`config.mk`:
```
export PLATFORM = sky130hd
export DESIGN_NAME = dma_err_bank
export DESIGN_NICKNAME = d
export VERILOG_FILES = /design/src/rtl/dma_err_pkg.sv /design/src/rtl/err_clr_decode.sv /design/src/rtl/err_status_bank.sv /design/src/rtl/err_irq_gate.sv /design/src/rtl/dma_err_bank.sv
export SDC_FILE = /design/constraint.sdc
export NUM_CORES = 1
export LEC_CHECK = 0
export BUFFER_PORTS_ARGS = -buffer_cell sky130_fd_sc_hd__buf_2
export CAP_MARGIN = 20
export CORE_UTILIZATION = 50
export CTS_BUF_LIST = sky130_fd_sc_hd__clkbuf_4
export CTS_CLUSTER_DIAMETER = 50
export CTS_CLUSTER_SIZE = 16
export DETAILED_ROUTE_END_ITERATION = 6
export PLACE_DENSITY = 0.82
export RECOVER_POWER = 25
export SKIP_CTS_REPAIR_TIMING = 1
export SLEW_MARGIN = 20
export SYNTH_ARGS = -nofsm -noshare
export SYNTH_HDL_FRONTEND = slang
export SYNTH_SLANG_ARGS = --single-unit
```
`constraint.sdc`:
```
create_clock -name clk -period 1.1 [get_ports clk]
set_input_delay 0.165 -clock clk [delete_from_list [all_inputs] [get_ports clk]]
set_output_delay 0.165 -clock clk [all_outputs]
set_load 0.03 [all_outputs]
```
`src/rtl/dma_err_pkg.sv`:
```
package dma_err_pkg;

    // Register offsets on the bus
    localparam int unsigned OFS_STATUS = 0;
    localparam int unsigned OFS_ENABLE = 1;
    localparam int unsigned OFS_CLEAR  = 2;

    // Position of the clear-everything flag in a clear-register write
    localparam int unsigned CLR_ALL_POS = 6;

    // Kind of bus write being decoded in a cycle
    typedef enum logic [1:0] {
        WR_NONE  = 2'd0,
        WR_W1C   = 2'd1,
        WR_ENA   = 2'd2,
        WR_CHCLR = 2'd3
    } wr_kind_e;

endpackage

```
`src/rtl/err_clr_decode.sv`:
```
module err_clr_decode
    import dma_err_pkg::*;
#(
    parameter int unsigned NUM_CH = 16,
    parameter int unsigned ADDR_W = 4,
    parameter int unsigned DATA_W = 32
) (
    input  logic              wr_en,
    input  logic [ADDR_W-1:0] addr,
    input  logic [DATA_W-1:0] wdata,
    output logic [NUM_CH-1:0] clr_mask,
    output logic              en_we,
    output logic [NUM_CH-1:0] en_val
);

    localparam int unsigned CH_W = (NUM_CH > 1) ? $clog2(NUM_CH) : 1;

    wr_kind_e          kind;
    logic [CH_W-1:0]   ch_sel;
    logic              clr_all;

    // Classify the write by offset
    always_comb begin
        kind = WR_NONE;
        if (wr_en) begin
            if (addr == ADDR_W'(OFS_STATUS)) begin
                kind = WR_W1C;
            end else if (addr == ADDR_W'(OFS_ENABLE)) begin
                kind = WR_ENA;
            end else if (addr == ADDR_W'(OFS_CLEAR)) begin
                kind = WR_CHCLR;
            end
        end
    end

    assign ch_sel  = wdata[CH_W-1:0];
    assign clr_all = wdata[CLR_ALL_POS];

    // Build the clear mask and the enable load from the write kind
    always_comb begin
        clr_mask = '0;
        en_we    = 1'b0;
        en_val   = wdata[NUM_CH-1:0];
        unique case (kind)
            WR_W1C: begin
                clr_mask = wdata[NUM_CH-1:0];
            end
            WR_ENA: begin
                en_we = 1'b1;
            end
            WR_CHCLR: begin
                if (clr_all) begin
                    clr_mask = '1;
                end else if (int'(ch_sel) < int'(NUM_CH)) begin
                    clr_mask[ch_sel] = 1'b1;
                end
            end
            default: begin
                clr_mask = '0;
            end
        endcase
    end

    // A numbered clear touches at most one channel
    always_comb begin
        if (kind == WR_CHCLR && !clr_all) begin
            p_single_bit_r4: assert ($countones(clr_mask) <= 1)
                else $error("numbered clear hit more than one channel");
        end
    end

    generate
        if (DATA_W > NUM_CH && DATA_W > CLR_ALL_POS + 1) begin : g_unused
            logic unused_hi_bits;
            assign unused_hi_bits = ^wdata[DATA_W-1:NUM_CH];
        end
    endgenerate

endmodule

```
`src/rtl/err_status_bank.sv`:
```
module err_status_bank #(
    parameter int unsigned NUM_CH = 16
) (
    input  logic              clk,
    input  logic              rst_n,
    input  logic [NUM_CH-1:0] set_vec,
    input  logic [NUM_CH-1:0] clr_vec,
    output logic [NUM_CH-1:0] status
);

    typedef struct packed {
        logic [NUM_CH-1:0] bits;
    } st_t;

    st_t st_d, st_q;

    // Per channel: clear first, then set, so the set wins a collision
    always_comb begin
        st_d = st_q;
        for (int i = 0; i < int'(NUM_CH); i++) begin
            if (clr_vec[i]) st_d.bits[i] = 1'b0;
            if (set_vec[i]) st_d.bits[i] = 1'b1;
        end
    end

    always_ff @(posedge clk or negedge rst_n) begin
        if (!rst_n) begin
            st_q <= '0;
        end else begin
            st_q <= st_d;
        end
    end

    assign status = st_q.bits;

    // Every pulsed channel is flagged after the edge, clear or not
    p_set_lands_r6: assert property (@(posedge clk) disable iff (!rst_n)
        (set_vec != '0) |=> ((status & $past(set_vec)) == $past(set_vec)))
        else $error("error pulse lost");

    // A bit only rises because of a set pulse
    p_rise_needs_set_r2: assert property (@(posedge clk) disable iff (!rst_n)
        (status != '1) |=> ((status & ~$past(status) & ~$past(set_vec)) == '0))
        else $error("status bit rose with no set pulse");

    // A bit only falls because a clear reached it
    p_fall_needs_clear_r3: assert property (@(posedge clk) disable iff (!rst_n)
        (status != '0) |=> (($past(status) & ~status & ~$past(clr_vec)) == '0))
        else $error("status bit fell with no clear");

endmodule

```
`src/rtl/err_irq_gate.sv`:
```
module err_irq_gate #(
    parameter int unsigned NUM_CH = 16
) (
    input  logic              clk,
    input  logic              rst_n,
    input  logic              en_we,
    input  logic [NUM_CH-1:0] en_val,
    input  logic [NUM_CH-1:0] status,
    output logic [NUM_CH-1:0] en_mask,
    output logic [NUM_CH-1:0] irq
);

    typedef struct packed {
        logic [NUM_CH-1:0] mask;
    } en_t;

    en_t en_d, en_q;

    always_comb begin
        en_d = en_q;
        if (en_we) en_d.mask = en_val;
    end

    always_ff @(posedge clk or negedge rst_n) begin
        if (!rst_n) begin
            en_q <= '0;
        end else begin
            en_q <= en_d;
        end
    end

    assign en_mask = en_q.mask;

    // Gate each flag with its enable
    generate
        for (genvar g = 0; g < int'(NUM_CH); g++) begin : g_gate
            assign irq[g] = status[g] & en_q.mask[g];
        end
    endgenerate

    // The enable register loads on a write
    p_enable_load_r7: assert property (@(posedge clk) disable iff (!rst_n)
        en_we |=> (en_mask == $past(en_val)))
        else $error("enable register did not load");

    // The enable register holds without a write
    p_enable_hold_r7: assert property (@(posedge clk) disable iff (!rst_n)
        !en_we |=> $stable(en_mask))
        else $error("enable register changed without a write");

endmodule

```
`src/rtl/dma_err_bank.sv`:
```
module dma_err_bank
    import dma_err_pkg::*;
#(
    parameter int unsigned NUM_CH = 16,
    parameter int unsigned ADDR_W = 4,
    parameter int unsigned DATA_W = 32
) (
    input  logic              clk,
    input  logic              rst_n,
    input  logic              wr_en,
    input  logic              rd_en,
    input  logic [ADDR_W-1:0] addr,
    input  logic [DATA_W-1:0] wdata,
    input  logic [NUM_CH-1:0] err_set,
    output logic [DATA_W-1:0] rdata,
    output logic [NUM_CH-1:0] err_irq,
    output logic              err_any
);

    localparam int unsigned CH_W = (NUM_CH > 1) ? $clog2(NUM_CH) : 1;

    typedef struct packed {
        logic [DATA_W-1:0] data;
    } rd_t;

    logic [NUM_CH-1:0] clr_mask;
    logic              en_we;
    logic [NUM_CH-1:0] en_val;
    logic [NUM_CH-1:0] status;
    logic [NUM_CH-1:0] en_mask;

    rd_t rd_d, rd_q;

    err_clr_decode #(
        .NUM_CH (NUM_CH),
        .ADDR_W (ADDR_W),
        .DATA_W (DATA_W)
    ) u_decode (
        .wr_en    (wr_en),
        .addr     (addr),
        .wdata    (wdata),
        .clr_mask (clr_mask),
        .en_we    (en_we),
        .en_val   (en_val)
    );

    err_status_bank #(
        .NUM_CH (NUM_CH)
    ) u_status (
        .clk     (clk),
        .rst_n   (rst_n),
        .set_vec (err_set),
        .clr_vec (clr_mask),
        .status  (status)
    );

    err_irq_gate #(
        .NUM_CH (NUM_CH)
    ) u_gate (
        .clk     (clk),
        .rst_n   (rst_n),
        .en_we   (en_we),
        .en_val  (en_val),
        .status  (status),
        .en_mask (en_mask),
        .irq     (err_irq)
    );

    // Read mux, captured only on a read strobe
    always_comb begin
        rd_d = rd_q;
        if (rd_en) begin
            rd_d.data = '0;
            if (addr == ADDR_W'(OFS_STATUS)) begin
                rd_d.data[NUM_CH-1:0] = status;
            end else if (addr == ADDR_W'(OFS_ENABLE)) begin
                rd_d.data[NUM_CH-1:0] = en_mask;
            end
        end
    end

    always_ff @(posedge clk or negedge rst_n) begin
        if (!rst_n) begin
            rd_q <= '0;
        end else begin
            rd_q <= rd_d;
        end
    end

    assign rdata   = rd_q.data;
    assign err_any = |status;

    // Read data holds between reads
    p_rdata_hold_r11: assert property (@(posedge clk) disable iff (!rst_n)
        !rd_en |=> $stable(rdata))
        else $error("read data moved without a read");

    // The pending flag only rises after an engine pulse
    p_any_rise_r9: assert property (@(posedge clk) disable iff (!rst_n)
        $rose(err_any) |-> $past(err_set != '0))
        else $error("pending flag rose with no error pulse");

    // A numbered clear with no competing set leaves that channel clear
    p_numbered_clear_r4: assert property (@(posedge clk) disable iff (!rst_n)
        (wr_en && addr == ADDR_W'(OFS_CLEAR) && !wdata[CLR_ALL_POS]
         && int'(wdata[CH_W-1:0]) < int'(NUM_CH)
         && !err_set[wdata[CH_W-1:0]])
        |=> !status[$past(wdata[CH_W-1:0])])
        else $error("numbered clear did not clear its channel");

endmodule

```
==> metrics.json <==
{
  "yosys": {
    "post_synth_instance_area_mm2": 0.002634,
    "largest_family_of_logic_cells_by_synthesized_area": "simple AND/OR/NAND/NOR gates",
    "synthMuxAreaShare_pct": 8.266,
    "yosys_warnings": 0,
    "synth_compound_area_share_pct": 17.62,
    "synth_fa_ha_area_share_pct": 0,
    "post_synth_inst_count": 240,
    "yosys.area_share.xor_xnor_pct": 0.3325,
    "yosys_register_bits": 48,
    "post_synthesis_simple_gate_area_fraction_pct": 19.62,
    "post_synth.cell_area_avg_um2": 10.97,
    "yosys.cell_types.count": 31,
    "synth_seq_area_share_pct": 45.61
  },
  "detailed_routing": {
    "drt_iter0_drc": 233,
    "drt_pass1_iterations": 4,
    "remaining_drc_errors": 0,
    "wl_per_cell_um": 18.53,
    "vias": 2542,
    "postRouteAntennaNets": 0,
    "vias_per_cell": 5.817,
    "wirelength_um": 8096
  },
  "cells_and_area": {
    "final_design_area_no_fill_mm2": 0.003969,
    "area_growth_syn_to_layout_pct": 50.69,
    "num-fill-cells": 296,
    "finish.cell_count_without_fillers": 437,
    "finalNetCount": 422,
    "layout_cell_share_with_drive_strength_beyond_1_pct": 53.68,
    "n_antenna_cell": 0
  },
  "sta": {
    "endpoints_failing_hold": 0,
    "timing.final.ws_setup_ns": -0.6703,
    "max_freq_ghz": 0.5649,
    "final_period_minus_worst_setup_slack_ns": 1.770,
    "worst_pin_slew_ns": 0.7823,
    "final.period_utilization_pct": 160.9,
    "report.final.setup_viol": 29,
    "grt_setup_unrepaired": "yes",
    "skew_ns": 0.01254,
    "maxSlewViolCount": 0,
    "setup-tns-final_ns": -5.425,
    "max_slew_margin_pct": 47.85,
    "finalHoldWorstSlack_ns": 0.002461
  },
  "worst_setup_path": {
    "timing.critical_path.arrival_ns": 1.61,
    "timing.critical_path.fanout_max": 2,
    "critPathLaunchType": "flip-flop",
    "cp_data_required_time_ns": 0.94,
    "timing.critical_path.to_type": "primary output",
    "path_class": "reg2out"
  },
  "power": {
    "cellLeakagePower_nw": 1.743,
    "switching_share_pct": 33.42,
    "power.internal_mw": 3.409,
    "pwr_density_cell_mw_per_mm2": 1290,
    "worst_ir_drop_vdd_uv": 778.1,
    "power_frac_comb_pct": 37.1,
    "seqPwrFrac_pct": 41.9,
    "share_clk_of_total_power_pct": 21.0,
    "power.net_switching_mw": 1.711
  },
  "clock_tree": {
    "clkSlewWorstSetupHoldPaths_ns": 0.14,
    "tritoncts.num_buffers": 5,
    "htree_levels": 2,
    "cts_root_buf": "clkbuf_4",
    "cts_sinks": 48,
    "ctsLongestPathBuffers": 2,
    "tritoncts": "built",
    "clk_latency_worst_skew_pair_ns": 0.37
  },
  "die": {
    "placementRows": 26,
    "floorplan.initialDensity_pct": 51.90,
    "die_height_um": 74.58,
    "core-area_mm2": 0.005075,
    "dieArea_mm2": 0.005561,
    "fp.dieW_um": 74.58,
    "io-pin-count": 105
  },
  "placed_design": {
    "placed_standard_cell_area_mm2": 0.003329,
    "port-buffer-count": 72,
    "detailedPlacementHpwl_um": 4866,
    "globalplace.congestion": 0.8659,
    "placed_cells_incl_taps": 399
  },
  "run_status": {
    "result_of_the_run": "finished, violations left",
    "violations": "setup timing"
  },
  "grt": {
    "track_usage_pct": 25.70,
    "grt.overflow.total": 0,
    "grt_pass1_wl_um": 10570,
    "maximum_number_of_pins_on_one_net_before_global_route_repair": 37,
    "antenna_found_initial": 0,
    "first_global_vias": 2215
  },
  "worst_hold_path": {
    "timing.hold.worst.class": "in2reg"
  },
  "run": {
    "max_cap_viol_count": 0
  }
}
## critical path, stage by stage (launching register included)
cell     delay, ns
dfrtp_1       0.43
nor4_1        0.41
nand4_1       0.21
buf_6         0.19
## area by class of cell
class	instances	area [um^2]	share of cell area (%)
Multi-Input combinational cell	173	1388	34.96
Timing Repair Buffer	138	1212	30.55
Sequential cell	48	1201	30.26
Tap cell	70	87.58	2.207
Clock buffer	6	45.04	1.135
Clock inverter	2	35.03	0.8827
## layer usage
| layer | share of wire (%) | vias to the layer above | GRT usage (%) | wire (um) |
|---|---|---|---|---|
| li1 | - | 1125 | - | - |
| met1 | 40 | 1245 | 33.86 | 3238 |
| met2 | 51 | 148 | 41.54 | 4130 |
| met3 | 6.0 | 24 | 4.472 | 484 |
| met4 | 3.0 | 0 | 11.53 | 243 |
| met5 | 0 | - | 0 | 0 |
## cells in the final DEF (no fill, tap or decap), types with 10 or more instances in the layout
| cell | n |
|---|---|
| buf_6 | 46 |
| dlygate4sd3_1 | 12 |
| buf_4 | 34 |
| nor2_1 | 17 |
| buf_2 | 39 |
| conb_1 | 16 |
| a22oi_2 | 11 |
| a21oi_1 | 15 |
| nand3_1 | 16 |
| a31o_2 | 14 |
| and2_4 | 15 |
| mux2_4 | 10 |
| o211ai_1 | 14 |
| dfrtp_1 | 48 |
## Yosys cell counts
cell type	instances	area (um^2)
a21oi_1	16	80.08
nor3b_4	1	18.77
nand4_1	1	6.260
mux2_2	6	67.56
nor4b_4	1	23.77
nor4_2	1	12.51
a31o_2	14	122.6
nor4bb_1	6	60.06
nand3_1	16	80.08
dfrtp_1	48	1201
conb_1	1	3.750
and4b_1	4	40.04
and2_1	16	100.1
a41o_1	1	10.01
a21oi_2	1	8.760
clkbuf_1	11	41.29
nor4_1	6	37.54
nor2_1	17	63.81
nand3b_4	1	20.02
xor2_1	1	8.760
mux2_4	10	150.1
o22a_1	1	8.760
a22oi_1	16	120.1
buf_4	16	120.1
nor4b_2	1	15.01
o211ai_1	14	105.1
a31o_1	1	8.760
buf_6	4	45.04
nor4b_1	4	35.03
nand2_1	1	3.750
buf_2	3	15.01
## power by group through the flow
stage	logic [mW]	registers, mW	clock network (mW)
2_1_floorplan	0.903	2.21	0
5_1_grt	1.99	2.17	1.15
6_report	1.90	2.15	1.08
3_5_place_dp	1.42	2.14	0
4_1_cts	1.42	2.11	1.05
3_3_place_gp	1.40	2.13	0
## registers in the layout, summed over array words and instances (netlist names)
name             count
rdata               16
u_gate.en_mask      16
u_status.status     16
## metrics by stage
step | power (mW) | util [%] | setup WS [ns]
5_1_grt | 5.310 | 78.21 | -0.7376
3_5_place_dp | 3.563 | 65.61 | -0.2666
3_3_place_gp | 3.524 | 65.61 | -0.2330
6_report | 5.120 | 78.21 | -0.6703
4_1_cts | 4.587 | 67.18 | -0.6627
2_1_floorplan | 3.116 | - | -0.1379
## path summary, 6_finish.rpt
| kind | start | end | slack, ns | depth (start not counted) |
|---|---|---|---|---|
| setup / recovery | u_status.status[8] | err_any | -0.67 | 3 |
| hold / removal | err_set[3] | u_status.status[3] | 0.002 | 2 |
| setup reg to reg | u_status.status[10] | rdata[10] | 0.02 | 3 |
| hold reg to reg | u_gate.en_mask[2] | u_gate.en_mask[2] | 0.57 | 1 |
| max in group asynchronous | rst_n | u_status.status[12] | 0.06 | 3 |
| min in group asynchronous | rst_n | rdata[11] | 0.38 | 2 |
## logic make-up (layout without fill, tap and decap cells)
logic type,count (synthesis),count (layout)
AND/OR/NAND/NOR,76,76
other,1,16
buffers and inverters,34,146
XOR/XNOR,1,1
flip-flops,48,48
AO/OA/AOI/OAI,64,64
multiplexers,16,16
(Power assumes the default switching activity.)
